==> config.mk <==
export PLATFORM = sky130hd
export DESIGN_NAME = rnm_core
export DESIGN_NICKNAME = d
export VERILOG_FILES = /design/src/rtl/rnm_pkg.sv /design/src/rtl/rnm_pool.sv /design/src/rtl/rnm_archtab.sv /design/src/rtl/rnm_lookup.sv /design/src/rtl/rnm_core.sv
export SDC_FILE = /design/constraint.sdc
export NUM_CORES = 1
export LEC_CHECK = 0
export CORE_ASPECT_RATIO = 0.8
export CORE_UTILIZATION = 40
export DETAILED_ROUTE_END_ITERATION = 12
export SLEW_MARGIN = 20
export SYNTH_ARGS = -nofsm -noshare
export SYNTH_HDL_FRONTEND = slang
export SYNTH_HIERARCHICAL = 1
export SYNTH_SLANG_ARGS = --single-unit
export TNS_END_PERCENT = 30
==> constraint.sdc <==
create_clock -name clk -period 4.6 [get_ports clk]
set_clock_uncertainty 0.05 [all_clocks]
set_input_delay 0.92 -clock clk [delete_from_list [all_inputs] [get_ports clk]]
set_output_delay 0.92 -clock clk [all_outputs]
set_load 0.05 [all_outputs]
==> src/rtl/rnm_pkg.sv <==
package rnm_pkg;

   // outcome of the oldest pool entry in a given cycle
   typedef enum logic [1:0] {
      RT_NONE   = 2'd0,
      RT_COMMIT = 2'd1,
      RT_TRAP   = 2'd2
   } rnm_retire_e;

   typedef struct packed {
      logic busy;
      logic valid;
      logic fault;
   } rnm_flags_t;

endpackage

==> src/rtl/rnm_pool.sv <==
module rnm_pool
   import rnm_pkg::*;
#(
   parameter int DEPTH  = 8,
   parameter int DATA_W = 32,
   parameter int PC_W   = 16,
   parameter int AREG_W = 3,
   localparam int TAG_W = $clog2(DEPTH)
) (
   input  logic              clk,
   input  logic              rst_n,
   input  logic              alloc_en,
   input  logic [AREG_W-1:0] alloc_areg,
   input  logic [PC_W-1:0]   alloc_pc,
   input  logic              cmp_en,
   input  logic [TAG_W-1:0]  cmp_tag,
   input  logic [DATA_W-1:0] cmp_value,
   input  logic              cmp_fault,
   output logic [TAG_W-1:0]  tail_o,
   output logic [TAG_W-1:0]  head_o,
   output logic              full_o,
   output rnm_retire_e       retire_o,
   output logic [AREG_W-1:0] head_areg_o,
   output logic [DATA_W-1:0] head_value_o,
   output logic [PC_W-1:0]   head_pc_o
);

   logic [TAG_W-1:0] head_q, tail_q;
   rnm_flags_t [DEPTH-1:0]               flg_v;
   logic       [DEPTH-1:0][DATA_W-1:0]   val_v;
   logic       [DEPTH-1:0][PC_W-1:0]     pc_v;
   logic       [DEPTH-1:0][AREG_W-1:0]   areg_v;
   rnm_flags_t hd_flg;
   logic       do_commit, do_trap;

   assign hd_flg    = flg_v[head_q];
   assign do_commit = hd_flg.busy & hd_flg.valid & ~hd_flg.fault;
   assign do_trap   = hd_flg.busy & hd_flg.valid &  hd_flg.fault;

   always_comb begin
      retire_o = RT_NONE;
      if (do_commit)    retire_o = RT_COMMIT;
      else if (do_trap) retire_o = RT_TRAP;
   end

   assign tail_o       = tail_q;
   assign head_o       = head_q;
   assign full_o       = (tail_q + TAG_W'(1)) == head_q;
   assign head_areg_o  = areg_v[head_q];
   assign head_value_o = val_v[head_q];
   assign head_pc_o    = pc_v[head_q];

   always_ff @(posedge clk or negedge rst_n) begin
      if (!rst_n) begin
         head_q <= '0;
         tail_q <= '0;
      end else if (do_trap) begin
         tail_q <= head_q;
      end else begin
         if (alloc_en)  tail_q <= tail_q + TAG_W'(1);
         if (do_commit) head_q <= head_q + TAG_W'(1);
      end
   end

   for (genvar e = 0; e < DEPTH; e++) begin : g_ent
      localparam logic [TAG_W-1:0] IDX = TAG_W'(e);
      rnm_flags_t        flg_q;
      logic [DATA_W-1:0] val_q;
      logic [PC_W-1:0]   pc_q;
      logic [AREG_W-1:0] areg_q;
      logic              hit_cmp;

      assign hit_cmp = cmp_en && (cmp_tag == IDX) && flg_q.busy;

      always_ff @(posedge clk or negedge rst_n) begin
         if (!rst_n) begin
            flg_q <= '0;
         end else if (do_trap) begin
            flg_q <= '0;
         end else if (alloc_en && tail_q == IDX) begin
            flg_q <= '{busy: 1'b1, valid: 1'b0, fault: 1'b0};
         end else if (do_commit && head_q == IDX) begin
            flg_q <= '0;
         end else if (hit_cmp) begin
            flg_q.valid <= 1'b1;
            flg_q.fault <= cmp_fault;
         end
      end

      always_ff @(posedge clk or negedge rst_n) begin
         if (!rst_n) begin
            val_q  <= '0;
            pc_q   <= '0;
            areg_q <= '0;
         end else begin
            if (alloc_en && tail_q == IDX && !do_trap) begin
               pc_q   <= alloc_pc;
               areg_q <= alloc_areg;
            end
            if (hit_cmp && !do_trap) val_q <= cmp_value;
         end
      end

      assign flg_v[e]  = flg_q;
      assign val_v[e]  = val_q;
      assign pc_v[e]   = pc_q;
      assign areg_v[e] = areg_q;
   end

endmodule

==> src/rtl/rnm_archtab.sv <==
module rnm_archtab #(
   parameter int NUM_ARCH = 8,
   parameter int DATA_W   = 32,
   parameter int TAG_W    = 3,
   localparam int AREG_W  = $clog2(NUM_ARCH)
) (
   input  logic                             clk,
   input  logic                             rst_n,
   input  logic                             alloc_en,
   input  logic [AREG_W-1:0]                alloc_areg,
   input  logic [TAG_W-1:0]                 alloc_tag,
   input  logic                             commit_en,
   input  logic [AREG_W-1:0]                commit_areg,
   input  logic [TAG_W-1:0]                 commit_tag,
   input  logic [DATA_W-1:0]                commit_value,
   input  logic                             flush,
   output logic [NUM_ARCH-1:0]              wait_o,
   output logic [NUM_ARCH-1:0][TAG_W-1:0]   map_o,
   output logic [NUM_ARCH-1:0][DATA_W-1:0]  rest_o
);

   for (genvar r = 0; r < NUM_ARCH; r++) begin : g_reg
      localparam logic [AREG_W-1:0] ID = AREG_W'(r);
      logic              wait_q;
      logic [TAG_W-1:0]  map_q;
      logic [DATA_W-1:0] rest_q;
      logic              own_commit;

      assign own_commit = commit_en && (commit_areg == ID);

      always_ff @(posedge clk or negedge rst_n) begin
         if (!rst_n) begin
            wait_q <= 1'b0;
            map_q  <= '0;
         end else if (flush) begin
            wait_q <= 1'b0;
         end else if (alloc_en && alloc_areg == ID) begin
            wait_q <= 1'b1;
            map_q  <= alloc_tag;
         end else if (own_commit && map_q == commit_tag) begin
            wait_q <= 1'b0;
         end
      end

      always_ff @(posedge clk or negedge rst_n) begin
         if (!rst_n)          rest_q <= '0;
         else if (own_commit) rest_q <= commit_value;
      end

      assign wait_o[r] = wait_q;
      assign map_o[r]  = map_q;
      assign rest_o[r] = rest_q;
   end

endmodule

==> src/rtl/rnm_lookup.sv <==
module rnm_lookup #(
   parameter int NUM_ARCH = 8,
   parameter int NUM_SRC  = 2,
   parameter int DATA_W   = 32,
   parameter int TAG_W    = 3,
   localparam int AREG_W  = $clog2(NUM_ARCH)
) (
   input  logic [NUM_SRC*AREG_W-1:0]        areg_i,
   input  logic [NUM_ARCH-1:0]              wait_i,
   input  logic [NUM_ARCH-1:0][TAG_W-1:0]   map_i,
   input  logic [NUM_ARCH-1:0][DATA_W-1:0]  rest_i,
   output logic [NUM_SRC-1:0]               wait_o,
   output logic [NUM_SRC*TAG_W-1:0]         tag_o,
   output logic [NUM_SRC*DATA_W-1:0]        value_o
);

   for (genvar s = 0; s < NUM_SRC; s++) begin : g_src
      logic [AREG_W-1:0] sel;
      assign sel                         = areg_i[s*AREG_W +: AREG_W];
      assign wait_o[s]                   = wait_i[sel];
      assign tag_o[s*TAG_W +: TAG_W]     = map_i[sel];
      assign value_o[s*DATA_W +: DATA_W] = rest_i[sel];
   end

endmodule

==> src/rtl/rnm_core.sv <==
module rnm_core
   import rnm_pkg::*;
#(
   parameter int POOL_DEPTH = 8,
   parameter int NUM_ARCH   = 8,
   parameter int NUM_SRC    = 2,
   parameter int DATA_W     = 32,
   parameter int PC_W       = 16,
   localparam int TAG_W     = $clog2(POOL_DEPTH),
   localparam int AREG_W    = $clog2(NUM_ARCH)
) (
   input  logic                      clk,
   input  logic                      rst_n,
   input  logic                      ren_valid,
   output logic                      ren_ready,
   input  logic [AREG_W-1:0]         ren_dst,
   input  logic [PC_W-1:0]           ren_pc,
   output logic [TAG_W-1:0]          ren_tag,
   input  logic [NUM_SRC*AREG_W-1:0] lk_areg,
   output logic [NUM_SRC-1:0]        lk_wait,
   output logic [NUM_SRC*TAG_W-1:0]  lk_tag,
   output logic [NUM_SRC*DATA_W-1:0] lk_value,
   input  logic                      cmp_valid,
   input  logic [TAG_W-1:0]          cmp_tag,
   input  logic [DATA_W-1:0]         cmp_value,
   input  logic                      cmp_fault,
   output logic                      cmt_valid,
   output logic [AREG_W-1:0]         cmt_areg,
   output logic [DATA_W-1:0]         cmt_value,
   output logic                      exc_valid,
   output logic [PC_W-1:0]           exc_pc
);

   initial begin
      assert (POOL_DEPTH >= 4 && (1 << TAG_W) == POOL_DEPTH)
         else $fatal(1, "POOL_DEPTH must be a power of two, at least 4");
      assert (NUM_ARCH >= 2 && (1 << AREG_W) == NUM_ARCH)
         else $fatal(1, "NUM_ARCH must be a power of two, at least 2");
      assert (NUM_SRC >= 1 && DATA_W >= 1 && PC_W >= 1)
         else $fatal(1, "NUM_SRC, DATA_W and PC_W must be positive");
   end

   logic [TAG_W-1:0]  tail, head;
   logic              full, alloc_en;
   rnm_retire_e       retire;
   logic [AREG_W-1:0] hd_areg;
   logic [DATA_W-1:0] hd_value;
   logic [PC_W-1:0]   hd_pc;
   logic [NUM_ARCH-1:0]             a_wait;
   logic [NUM_ARCH-1:0][TAG_W-1:0]  a_map;
   logic [NUM_ARCH-1:0][DATA_W-1:0] a_rest;

   assign exc_valid = (retire == RT_TRAP);
   assign cmt_valid = (retire == RT_COMMIT);
   assign ren_ready = ~full & ~exc_valid;
   assign alloc_en  = ren_valid & ren_ready;
   assign ren_tag   = tail;
   assign cmt_areg  = hd_areg;
   assign cmt_value = hd_value;
   assign exc_pc    = hd_pc;

   rnm_pool #(
      .DEPTH(POOL_DEPTH), .DATA_W(DATA_W), .PC_W(PC_W), .AREG_W(AREG_W)
   ) u_pool (
      .clk(clk), .rst_n(rst_n),
      .alloc_en(alloc_en), .alloc_areg(ren_dst), .alloc_pc(ren_pc),
      .cmp_en(cmp_valid), .cmp_tag(cmp_tag), .cmp_value(cmp_value),
      .cmp_fault(cmp_fault),
      .tail_o(tail), .head_o(head), .full_o(full), .retire_o(retire),
      .head_areg_o(hd_areg), .head_value_o(hd_value), .head_pc_o(hd_pc)
   );

   rnm_archtab #(
      .NUM_ARCH(NUM_ARCH), .DATA_W(DATA_W), .TAG_W(TAG_W)
   ) u_arch (
      .clk(clk), .rst_n(rst_n),
      .alloc_en(alloc_en), .alloc_areg(ren_dst), .alloc_tag(tail),
      .commit_en(cmt_valid), .commit_areg(hd_areg), .commit_tag(head),
      .commit_value(hd_value), .flush(exc_valid),
      .wait_o(a_wait), .map_o(a_map), .rest_o(a_rest)
   );

   rnm_lookup #(
      .NUM_ARCH(NUM_ARCH), .NUM_SRC(NUM_SRC), .DATA_W(DATA_W), .TAG_W(TAG_W)
   ) u_look (
      .areg_i(lk_areg), .wait_i(a_wait), .map_i(a_map), .rest_i(a_rest),
      .wait_o(lk_wait), .tag_o(lk_tag), .value_o(lk_value)
   );

endmodule

==> impl_metrics.csv, run 1 <==
group,metric,value,unit
drt,vias,21177,
worst_setup_path,r2r_slack,0.32,ns
yosys,yosysMostFrequentCell,"mux2_2",
sta,period_minus_slack,4.473,ns
hold_path,holdCritPathClass,"in -> async",
yosys,synth_edf_count,0,
sta,setup_viol,0,
worst_setup_path,worstSetupStartpointType,"flop",
drt,dr.first_iter.drc_count,1285,
sta,maxSlewHeadroom,33.29,%
outcome,status,"completed",
sta,slew_viol_final,0,
clock_network,path_clk_slew,0.06,ns
worst_setup_path,setup.worst_path.start,"u_pool/head_o[1]$_DFFE_PN0P_",
clock_network,cts_hold_buf,0,
cells_and_area,nFillCells,7552,
global_route,grt_use_total,20.62,%
cells_and_area,layout-drive-gt1-share,42.91,%
global_route,grt_pass1_vias,22584,
power_and_ir_drop,p_per_area,810.8,nW/um2
worst_setup_path,cp-end-kind,"output pin",
run,cap_violations,0,
drt,vias_per_cell,5.632,
yosys,synth_seq_area_share,50.04,%
yosys,yosysTopAreaCell,"dfrtp_1",
worst_setup_path,setup.worst_path.class,"reg -> out",
worst_setup_path,cp_max_fo,114,
drt,routed_wl,94560,um
global_route,grt_pass1_wl,143900,um
placed_design,dp.final_hpwl,58660,um
placed_design,gp_congestion,0.8125,
sta,fin_setup_tns,0,ns
clock_network,postCtsSetupBuffers,0,
die,rows,98,
die,io-pin-count,194,
yosys,yosys_warnings,6,
sta,post-route-period-util,97.24,%
sta,worstMarginPinSlew,1.001,ns
die,start_util,40.50,%
clock_network,htreeDepth,3,
drt,ant_nets,0,
worst_setup_path,rr_startpoint,"u_pool/head_o[0]$_DFFE_PN0P_",
drt,detail_route.wl_per_cell,25.15,um
global_route,overflow,0,
clock_network,root_buffer,"clkbuf_16",
clock_network,insertion_delay,0.67,ns
drt,drc,0,
global_route,grt_max_degree,167,
yosys,synthTopCellsByArea,"dfrtp_1 50%, mux2_2 23%, mux4_1 10%",
die,fp.dieH,271.5,um
sta,clock.fmax,0.2236,GHz
cells_and_area,nNetsFinal,2565,
yosys,synth_cells,2305,
clock_network,clk_path_buf_depth,3,
sta,worst_hold_slack,0.1189,ns
global_route,antenna_found_initial,14,
yosys,ys_async_sr_fraction,100.0,%
clock_network,tritoncts,"done",
worst_setup_path,cp.required,3.63,ns
drt,first_pass_iters,7,
clock_network,cts-buffers-inserted,80,
yosys,syn_avg_cell_area,15.75,um2
cells_and_area,area_delta_synth_final,17.26,%
cells_and_area,fin_util,47.49,%
yosys,synth_top_area_share,50.04,%
yosys,ys_types,55,
sta,finalHoldViolCount,0,
yosys,netlist_area,36300,um2
yosys,yosys-top-cells-count,"742 x mux2_2, 726 x dfrtp_1, 168 x nand2_1",
sta,rsz0062_at_grt,"no",
die,fp.coreArea,89630,um2
die,die_w,338.8,um
yosys,ys_seq_elements,726,
power_and_ir_drop,peakVddDrop,0.3981,mV
yosys,ys.flop_type,"dfrtp_1",
worst_setup_path,arrival,3.50,ns
die,dieArea,91970,um2
clock_network,numClockSinks,726,
yosys,synth_fp_nets,2382,
power_and_ir_drop,power_leakage,19.09,nW
placed_design,portBuffers,193,
through the flow:
stage / cells / area, um2 / total power [mW] / setup slack (ns)
floorplan: 2305 / 36300 / 22.53 / 0.5231
global placement: 3606 / 39760 / 27.44 / 0.5066
detailed placement: 3606 / 39760 / 28.09 / 0.4540
CTS: 3752 / 42500 / 34.81 / 0.005556
global route: 3753 / 42550 / 36.28 / 0.001328
finish: 3760 / 42570 / 34.51 / 0.1269
sequential cells by signal (all words and copies together), names as in the netlist:
name and cells:
u_arch/g.wait_q 8, u_arch/g.rest_q 256, u_pool/g_ent.areg_q 24, u_pool/flg_v 24, u_pool/g_ent.val_q 256, u_pool/tail_o 3, u_pool/head_o 3, u_arch/g.map_q 24
u_pool/g_ent.pc_q 128
layout make-up:
| cell class | count | area [um2] | area share [%] |
|---|---|---|---|
| inverter | 11 | 41.29 | 0.09700 |
| timing repair buffer | 262 | 2798 | 6.572 |
| multi-input combinational | 1407 | 17310 | 40.65 |
| sequential | 726 | 18180 | 42.70 |
| clock inverter | 35 | 446.7 | 1.049 |
| antenna | 8 | 20.02 | 0.04703 |
| clock buffer | 111 | 2278 | 5.353 |
| tap | 1200 | 1501 | 3.527 |
cells in the final DEF (no fill, tap or decap), types with 4 or more instances in the layout:
master / count
nand3_1: 19
or4_1: 4
nor3_1: 10
inv_1: 8
xnor2_1: 15
a31oi_4: 6
diode_2: 8
clkdlybuf4s50_1: 162
mux2_1: 20
a21oi_1: 16
buf_4: 48
a21oi_4: 8
nor2_1: 26
buf_12: 23
ha_1: 12
inv_16: 4
nand2_1: 168
dlymetal6s2s_1: 18
xor2_1: 14
clkbuf_1: 15
and2_1: 11
a31oi_1: 9
nor2b_1: 6
and3_1: 5
o21ai_0: 8
buf_2: 4
dfrtp_1: 723
mux4_1: 144
nand2b_1: 6
mux4_2: 106
mux2_2: 742
mux2i_1: 11
clkbuf_8: 17
clkbuf_16: 80
bufinv_16: 7
clkinv_2: 20
metal layers:
layer / vias to the layer above / wire, um / track usage [%]
li1: 9186 / - / -
met1: 11413 / 43400 / 29.01
met2: 413 / 43770 / 32.03
met3: 143 / 5470 / 5.378
met4: 22 / 1763 / 4.727
met5: - / 146 / 0
worst paths after layout:
check / to / cells after the start
worst min-delay path: u_arch/g_reg[7].rest_q[28]$_DFFE_PN0P_ / 1
max in group asynchronous: u_pool/g_ent[1].pc_q[2]$_DFFE_PN0P_ / 2
worst max register to register: u_pool/g_ent[0].pc_q[4]$_DFFE_PN0P_ / 11
worst min register to register: u_pool/g_ent[2].pc_q[0]$_DFFE_PN0P_ / 1
worst max-delay path: cmt_value[6] / 5
min in group clk: u_pool/g_ent[2].pc_q[0]$_DFFE_PN0P_ / 1
power breakdown:
part / internal (mW) / total, mW / switching (mW) / leakage, nW
clock network: 3.89 / 6.61 / 2.72 / 1.36
registers: 9.36 / 11.0 / 1.69 / 9.02
logic: 7.56 / 16.9 / 9.29 / 8.71
what timing repair did:
action,4_1_cts,5_1_grt
gates resized for setup,6,20
pin swaps,0,0
hold endpoints to repair,0,0
endpoints found under the setup margin,23,24
worst max-delay path: stages (launching register included):
cell             delay (ns)
dfrtp_4                0.47
buf_16                 0.56
mux4_2                 0.33
nand2_1                0.05
nand2_1                0.39
clkdlybuf4s50_1        0.98
kinds of logic after synthesis:
kind of cell | Yosys count | synth area share (%)
adder cells (fa/ha/maj) | 12 | 0.4136
AND/OR/NAND/NOR | 281 | 3.778
multiplexers | 1024 | 40.98
AO/OA/AOI/OAI | 61 | 1.341
XOR/XNOR | 29 | 0.6997
buffers and inverters | 172 | 2.744
flip-flops | 726 | 50.04
(Power assumes the default switching activity.)
==> run 2: changes to the inputs <==
--- a/config.mk
+++ b/config.mk
@@ -5,6 +5,7 @@
 export SDC_FILE = /design/constraint.sdc
 export NUM_CORES = 1
 export LEC_CHECK = 0
+export CAP_MARGIN = 20
 export CORE_ASPECT_RATIO = 0.8
 export CORE_UTILIZATION = 40
 export DETAILED_ROUTE_END_ITERATION = 12
==> results of run 2 <==
No change in the layout: final DEF, timing and power equal those of run 1.
